==> src/rtl/mono_stair_pkg.sv <==
package mono_stair_pkg;

    localparam int CODE_W    = 16;
    localparam int MAX_AMP   = 10;
    localparam int AMP_W     = $clog2(MAX_AMP + 1);
    localparam int BIT_IDX_W = $clog2(CODE_W + 1);

    typedef logic [CODE_W-1:0] code_t;
    typedef logic [AMP_W-1:0]  amp_t;

    // One staircase level: magnitude plus the half of the period it sits in
    typedef struct packed {
        amp_t amp;
        logic neg;
    } level_t;

    // Registered sample handed from the sequencer stage to the serializer
    typedef struct packed {
        code_t code;
        amp_t  amp;
    } sample_t;

    function automatic code_t level_to_code(level_t lv);
        code_t mag;
        mag = code_t'(lv.amp);
        return lv.neg ? (~mag + code_t'(1)) : mag;
    endfunction

endpackage

==> src/rtl/stair_sequencer.sv <==
module stair_sequencer
    import mono_stair_pkg::*;
#(
    parameter int HALF_W      = 8,
    parameter int SEG_PERIODS = 10
) (
    input  logic              clk,
    input  logic              rst,
    input  logic              tick,
    input  logic [HALF_W-1:0] half_len,
    output level_t            level
);

    localparam int PER_W = (SEG_PERIODS > 1) ? $clog2(SEG_PERIODS) : 1;

    amp_t              amp_q;
    logic              neg_q;
    logic [PER_W-1:0]  per_q;
    logic [HALF_W-1:0] smp_q;
    logic [HALF_W-1:0] half_eff;
    logic              half_done;
    logic              seg_done;

    always_comb begin
        half_eff  = (half_len == '0) ? HALF_W'(1) : half_len;
        half_done = (smp_q >= half_eff - HALF_W'(1));
        seg_done  = (per_q == PER_W'(SEG_PERIODS - 1));
        level     = '{amp: amp_q, neg: neg_q};
    end

    always_ff @(posedge clk) begin
        if (rst) begin
            amp_q <= '0;
            neg_q <= 1'b0;
            per_q <= '0;
            smp_q <= '0;
        end else if (tick) begin
            if (!half_done) begin
                smp_q <= smp_q + HALF_W'(1);
            end else begin
                smp_q <= '0;
                if (!neg_q) begin
                    neg_q <= 1'b1;
                end else begin
                    neg_q <= 1'b0;
                    if (!seg_done) begin
                        per_q <= per_q + PER_W'(1);
                    end else begin
                        per_q <= '0;
                        amp_q <= (amp_q == amp_t'(MAX_AMP)) ? '0 : amp_q + amp_t'(1);
                    end
                end
            end
        end
    end

endmodule

==> src/rtl/bit_serializer.sv <==
module bit_serializer
    import mono_stair_pkg::*;
(
    input  logic  clk,
    input  logic  rst,
    input  logic  load,
    input  code_t word,
    output logic  sdata,
    output logic  sclk,
    output logic  latch
);

    localparam logic [BIT_IDX_W-1:0] LAST_IDX = BIT_IDX_W'(CODE_W);

    logic                 busy_q;
    logic                 phase_q;
    logic [BIT_IDX_W-1:0] idx_q;
    code_t                shreg_q;
    logic                 in_data;

    always_comb begin
        in_data = busy_q && (idx_q < LAST_IDX);
        sdata   = in_data && shreg_q[CODE_W-1];
        sclk    = in_data && phase_q;
        latch   = busy_q && (idx_q == LAST_IDX);
    end

    always_ff @(posedge clk) begin
        if (rst) begin
            busy_q  <= 1'b0;
            phase_q <= 1'b0;
            idx_q   <= '0;
            shreg_q <= '0;
        end else if (load) begin
            busy_q  <= 1'b1;
            phase_q <= 1'b0;
            idx_q   <= '0;
            shreg_q <= word;
        end else if (busy_q) begin
            phase_q <= ~phase_q;
            if (phase_q) begin
                if (idx_q == LAST_IDX) begin
                    busy_q <= 1'b0;
                end else begin
                    idx_q   <= idx_q + BIT_IDX_W'(1);
                    shreg_q <= {shreg_q[CODE_W-2:0], 1'b0};
                end
            end
        end
    end

endmodule

==> src/rtl/mono_stair_gen.sv <==
module mono_stair_gen
    import mono_stair_pkg::*;
#(
    parameter int HALF_W      = 8,
    parameter int SEG_PERIODS = 10
) (
    input  logic              clk,
    input  logic              rst,
    input  logic              sample_tick,
    input  logic [HALF_W-1:0] half_len,
    output logic              ser_data,
    output logic              ser_clk,
    output logic              ser_latch,
    output logic [AMP_W-1:0]  dbg_amp,
    output logic [CODE_W-1:0] dbg_code
);

    level_t  level;
    sample_t smp_q;
    logic    load_q;

    stair_sequencer #(
        .HALF_W      (HALF_W),
        .SEG_PERIODS (SEG_PERIODS)
    ) u_seq (
        .clk      (clk),
        .rst      (rst),
        .tick     (sample_tick),
        .half_len (half_len),
        .level    (level)
    );

    always_ff @(posedge clk) begin
        if (rst) begin
            smp_q  <= '0;
            load_q <= 1'b0;
        end else begin
            load_q <= sample_tick;
            if (sample_tick) begin
                smp_q <= '{code: level_to_code(level), amp: level.amp};
            end
        end
    end

    bit_serializer u_ser (
        .clk   (clk),
        .rst   (rst),
        .load  (load_q),
        .word  (smp_q.code),
        .sdata (ser_data),
        .sclk  (ser_clk),
        .latch (ser_latch)
    );

    assign dbg_amp  = smp_q.amp;
    assign dbg_code = smp_q.code;

endmodule

==> config.mk <==
export PLATFORM = sky130hd
export DESIGN_NAME = mono_stair_gen
export DESIGN_NICKNAME = d
export VERILOG_FILES = /design/src/rtl/mono_stair_pkg.sv /design/src/rtl/stair_sequencer.sv /design/src/rtl/bit_serializer.sv /design/src/rtl/mono_stair_gen.sv
export SDC_FILE = /design/constraint.sdc
export NUM_CORES = 1
export LEC_CHECK = 0
export BUFFER_PORTS_ARGS = -buffer_cell sky130_fd_sc_hd__clkbuf_2
export CORE_MARGIN = 3
export CORE_UTILIZATION = 40
export DETAILED_ROUTE_END_ITERATION = 8
export PLACE_DENSITY_LB_ADDON = 0.1
export SYNTH_ARGS = -nofsm -noshare
export SYNTH_HDL_FRONTEND = slang
export SYNTH_HIERARCHICAL = 1
export SYNTH_SLANG_ARGS = --single-unit
==> constraint.sdc <==
create_clock -name clk -period 8.4 [get_ports clk]
set_input_delay 2.52 -clock clk [delete_from_list [all_inputs] [get_ports clk]]
set_output_delay 2.52 -clock clk [all_outputs]
set_load 0.02 [all_outputs]
==> impl_metrics.toml, run 1 <==
[placed_design]
gp_congestion = 0.740
place_hpwl_um = 4010
port_buffers = 33

[logic_synthesis]
synthSimpleGateAreaFrac_pct = 19.1
syn_inst = 335
syn_nets = 360
synth_cell_type_count = 58
ys.flop_type = "dfxtp_1"
synth-compound-area-share_pct = 21.6
synth_top_family_by_area = "compound AO/OA/AOI/OAI gates"
syn-cell-area_mm2 = 0.00295
syn_avg_cell_area_um2 = 8.81
muxShareOfSynthArea_pct = 4.11
async_reset_ff_share_pct = 0
yosys_warnings = 6
synth_edf_count = 0
synth_seq_cells = 51
synth-seq-area-share_pct = 34.6
synthAdderAreaFrac_pct = 5.93
synth_xor_area_share_pct = 3.26

[floorplan]
die_w_um = 91.9
initial_core_util_pct = 42.3
dieArea_mm2 = 0.00845
pin_count = 34
core_area_mm2 = 0.00698
fp-row-count = 30
die_h_um = 91.9

[pwr]
switching_share_pct = 24.6
vdd_ir_drop_max_mv = 0.0755
p_int_mw = 0.368
power.switching_mw = 0.120
leakagePower_nw = 1.15
p_per_area_mw_per_mm2 = 157
clkPwrFrac_pct = 36.9
seqPwrFrac_pct = 53.3
comb_power_share_pct = 9.7

[cts]
cts_root_buf = "clkbuf_8"
htree_levels = 2
postCtsSetupRepairBufs = 0
clk_pin_slew_ns = 0.10
hold_buffers = 0
cts-buffers-inserted = 5
cts_buffer_depth = 2
cts.repair.resized = 0
clk_latency_ns = 0.30
cts.sink_count = 51
tritoncts = "done"

[global_route]
grt_antenna_before_repair = 0
grt_max_degree = 44
gr-total-overflow = 0
grt_pass1_wl_um = 10800
grt_use_total_pct = 15.3
grt_pass1_vias = 2268

[min_path]
hold_class = "reg -> reg"
min_delay_path_depth = 2

[critical_path]
r2r_cells = 7
crit_required_ns = 8.60
reg2reg_slack_ns = 6.01
path_class = "in -> reg"
arrival_ns = 5.36
worstSetupStartpointType = "input port"
end_kind = "register"
cp_max_fo = 5

[cells_and_area]
areaGrowthSynthToFinish_pct = 5.55
diodes = 0
nets = 366
drive_gt1_share_pct = 17.8

[sta]
slew_headroom_pct = 20.4
fin_crit_sh_pct = 61.3
hold_viol = 0
setup_viol = 0
drv_slew = 0
hold_ws_ns = 0.484
finalSetupTns_ns = 0
period_minus_slack_ns = 5.15
tightest_slew_ns = 1.19
rsz0062_at_grt = "false"
skew_ns = 0.00613
fmax_mhz = 194

[route]
postRouteAntennaNets = 0
drc_errors = 0
dr.pass1.iters = 4
drt_iter0_drc = 74
totalWireLength_um = 5970
viasPerCell = 5.35
vias = 2344
wl_per_cell_um = 13.6

[flow_run]
max_cap_viol_count = 0

[outcome]
status = "finished clean"
## path summary, 6_finish.rpt
path                           from           endpoint
setup / recovery        half_len[2]     u_seq/per_q[2]
hold / removal    u_ser/shreg_q[15]  u_ser/shreg_q[15]
setup reg to reg     u_seq/smp_q[0]     u_seq/smp_q[0]
hold reg to reg   u_ser/shreg_q[15]  u_ser/shreg_q[15]
## power by group through the flow
stage	sequential [mW]	combinational [mW]	clock, mW
floorplan	0.262	0.0394	0
global placement	0.266	0.0470	0
detailed placement	0.266	0.0477	0
CTS	0.260	0.0480	0.185
global route	0.262	0.0542	0.196
finish	0.260	0.0475	0.180
## stage by stage
step	std cells	instance area (um^2)	total power, mW	utilization [%]	worst slack, ns
2_1_floorplan	335	2950	0.302	-	3.33
3_3_place_gp	430	3000	0.313	42.9	2.89
3_5_place_dp	430	3000	0.313	42.9	2.91
4_1_cts	438	3120	0.493	44.6	3.22
5_1_grt	438	3120	0.512	44.6	3.02
6_report	438	3120	0.488	44.6	3.25
## area by class of cell
cell class / instances / area (um^2)
Fill cell: 722 / 3870
Multi-Input combinational cell: 224 / 1590
Sequential cell: 51 / 1020
Timing Repair Buffer: 33 / 165
Tap cell: 96 / 120
Inverter: 26 / 97.6
Clock buffer: 6 / 82.6
Clock inverter: 2 / 35.0
## flip-flops by register name (all words and copies together), names as in the netlist
register / count
u_ser/phase_q: 1
dbg_code: 7
u_ser/busy_q: 1
load_q: 1
u_ser/idx_q: 5
u_seq/neg_q: 1
u_seq/smp_q: 8
u_seq/per_q: 4
dbg_amp: 3
u_ser/shreg_q: 16
u_seq/amp_q: 4
## cell usage after synthesis, types with 3 or more instances
cell      number  area (um^2)
dfxtp_1       51         1020
inv_1         26         97.6
nor2_1        23         86.3
a31oi_1       17          106
o21ai_0       17         85.1
a21oi_1       15         75.1
ha_1          14          175
nand2_1       14         52.6
buf_4         13         97.6
mux2i_1       11          110
nand3_1       10         50.1
a221oi_1       9         78.8
nor2b_1        8         50.1
a221oi_2       7          105
buf_2          7         35.0
buf_6          7         78.8
nor3_1         7         35.0
o21ai_1        7         35.0
xor2_1         7         61.3
clkbuf_1       5         18.8
nand2b_1       5         31.3
or4_1          5         37.5
xnor2_1        4         35.0
a211oi_2       3         37.5
and2_1         3         18.8
nand4_1        3         18.8
o31ai_1        3         22.5
## placed cells by master, fill, tap and decap left out, types with 9 or more instances in the layout
cell and count:
dfxtp_1 51, clkbuf_2 33, inv_1 26, nor2_1 23
a31oi_1 17, o21ai_0 17, a21oi_1 15, ha_1 14
nand2_1 14, mux2i_1 11, nand3_1 10, a221oi_1 9
## critical path, cell delays in order
cell and delay (ns):
clkbuf_2 0.11, nor4_1 0.44, a31oi_1 0.19, ha_1 0.26
nand2_1 0.08, xor2_1 0.06, ha_1 0.28, nand3_2 0.08
or2_1 0.27, o31ai_1 0.60, nand3_1 0.16, mux2_2 0.29
## kinds of logic (layout without fill, tap and decap cells)
| logic type | count (synthesis) | count (layout) |
|---|---|---|
| AND/OR/NAND/NOR | 98 | 98 |
| AO/OA/AOI/OAI | 89 | 89 |
| buffers and inverters | 60 | 67 |
| flip-flops | 51 | 51 |
| adder cells (fa/ha/maj) | 14 | 14 |
| multiplexers | 12 | 12 |
| XOR/XNOR | 11 | 11 |
## per-layer routing
metal  GRT usage [%]  wire length (um)  vias to the layer above  part of all wire [%]
met5               0                 0                        -                     0
met1            19.7              2920                     1107                    49
met3            3.36               203                        2                   3.4
met2            25.9              2800                       33                    47
met4            3.84                35                        0                  0.59
li1                -                 -                     1202                     -
Note: power is estimated with default switching activity, not from simulation.
==> inputs of run 2 (changes only) <==
- clock period: 8.4 -> 4.92 ns (I/O delays scaled with it)
==> run 2 against run 1 <==
  * Setup slack got worse by 2.4 ns
  * Power is 78% higher
  * Clock-buffer cell count unchanged
  * Global-route usage fell by 0.27 points
  * Cell count increased by 0.23%
  * Sequential power grew 71%
  * First-iteration DRC count fell by 22%
  * Non-clock buffer count grew 1
  * Critical path depth stayed put
  * Clock power up 89%
  * Sequential share of layout area decreased by 0.24 points
  * Design area up 0.72%
  * Critical path type unchanged
==> impl_metrics.toml, run 2 (same netlist as run 1, synthesis figures left out) <==
[cts]
tritoncts = "done"
hold_buffers = 0
cts_buffer_depth = 2
cts-buffers-inserted = 5
clk_latency_ns = 0.30
cts.sink_count = 51
cts_root_buf = "clkbuf_8"
postCtsSetupRepairBufs = 0
cts.repair.resized = 0
htree_levels = 2
clk_pin_slew_ns = 0.09

[placed_design]
placed_area_mm2 = 0.00301
place_hpwl_um = 4040
gp_congestion = 0.746
placed_cells_incl_taps = 431
port_buffers = 33

[sta]
hold_viol = 0
setup_viol = 0
tightest_slew_ns = 1.20
slew_headroom_pct = 19.6
drv_slew = 0
fmax_mhz = 244
fin_crit_sh_pct = 83.3
skew_ns = 0.00731
period_minus_slack_ns = 4.10
finalSetupTns_ns = 0
rsz0062_at_grt = "false"

[global_route]
grt_use_total_pct = 15.0
gr-total-overflow = 0
grt_pass1_vias = 2220
grt_pass1_wl_um = 10600
grt_antenna_before_repair = 0
grt_max_degree = 44

[route]
totalWireLength_um = 6050
drc_errors = 0
wl_per_cell_um = 13.8
vias = 2379
postRouteAntennaNets = 0
viasPerCell = 5.42
dr.pass1.iters = 4
drt_iter0_drc = 58

[floorplan]
fp-row-count = 30
die_h_um = 91.9
die_w_um = 91.9
dieArea_mm2 = 0.00845
core_area_mm2 = 0.00698
initial_core_util_pct = 42.3
pin_count = 34

[cells_and_area]
areaGrowthSynthToFinish_pct = 6.32
diodes = 0
final_common_cell = "dfxtp_1"
num-fill-cells = 726
largest_reg_flops = 16
top_register = "u_ser/shreg_q"
fin_area_mm2 = 0.00314
final_cells = 439
nets = 367
final_core_util_pct = 44.9
final_cell_mix = "dfxtp_1 (51), clkbuf_2 (33), inv_1 (26), nor2_1 (23)"
drive_gt1_share_pct = 17.8

[critical_path]
arrival_ns = 4.30
cp_max_fo = 5
path_common_cell = "ha_1"
cpMaxStageDelayCell = "o31ai_1"
crit_required_ns = 5.12
reg2reg_slack_ns = 2.58
path_class = "in -> reg"
worstSetupStartpointType = "input port"
end_kind = "register"
r2r_cells = 7
path_cells = "clkbuf_2 -> nor4_1 -> a31oi_1 -> ha_1 -> nand2_1 -> xor2_1 -> ha_1 -> nand3_2 -> or2_1 -> o31ai_1 -> nand3_1 -> mux2_2"
max_stage_delay_ns = 0.59

[pwr]
p_per_area_mw_per_mm2 = 276
vdd_ir_drop_max_mv = 0.119
total_power_mw = 0.866
leakagePower_nw = 1.16

[min_path]
hold_class = "reg -> reg"
min_delay_path_depth = 2

[outcome]
status = "finished clean"

[flow_run]
max_cap_viol_count = 0
-- run 2: changes by cell type in the layout (fill, tap and decap cells not counted) --
cell and delta:
buf_4 +1, clkinv_2 -1, bufinv_16 +1, clkbuf_8 -1, clkbuf_1 +1
-- run 2: metal layers --
layer  routed length, um  up-vias  GRT usage (%)  part of all wire (%)
met3                 232        5           3.12                   3.8
met5                   0        -              0                     0
met2                2810       42           24.7                    46
met4                  55        0           3.71                  0.91
met1                2960     1125           20.1                    49
li1                    -     1207              -                     -
-- run 2: critical path, delay by kind of cell --
family,cells,cell delay [ns]
fa+ha+maj,2,0.54
compound gates,2,0.78
buf+inv,1,0.11
mux,1,0.29
xor+xnor,1,0.07
simple gates,5,1.01
-- run 2: final timing paths --
path                                        start                end
worst max-delay path                  half_len[2]     u_seq/per_q[2]
worst min-delay path            u_ser/shreg_q[15]  u_ser/shreg_q[15]
worst max register to register     u_seq/smp_q[0]     u_seq/smp_q[6]
worst min register to register  u_ser/shreg_q[15]  u_ser/shreg_q[15]
-- run 2: metrics by stage --
stage          hold WS, ns  setup WS (ns)
4_1_cts              0.485          0.807
6_report             0.482          0.821
2_1_floorplan        0.451          0.896
5_1_grt              0.513          0.535
3_5_place_dp         0.470          0.471
3_3_place_gp         0.468          0.457
-- run 2: report_power, final --
| group | total, mW | internal, mW | switching (mW) |
|---|---|---|---|
| Clock | 0.341 | 0.203 | 0.137 |
| Combinational | 0.0810 | 0.0356 | 0.0454 |
| Sequential | 0.444 | 0.427 | 0.0171 |
-- run 2: area by class of cell --
| cell class | count | area [um^2] | area share [%] |
|---|---|---|---|
| tap | 96 | 120 | 3.83 |
| sequential | 51 | 1020 | 32.5 |
| multi-input combinational | 224 | 1590 | 50.8 |
| inverter | 26 | 97.6 | 3.11 |
| clock inverter | 2 | 60.1 | 1.91 |
| timing repair buffer | 34 | 173 | 5.50 |
| clock buffer | 6 | 72.6 | 2.31 |
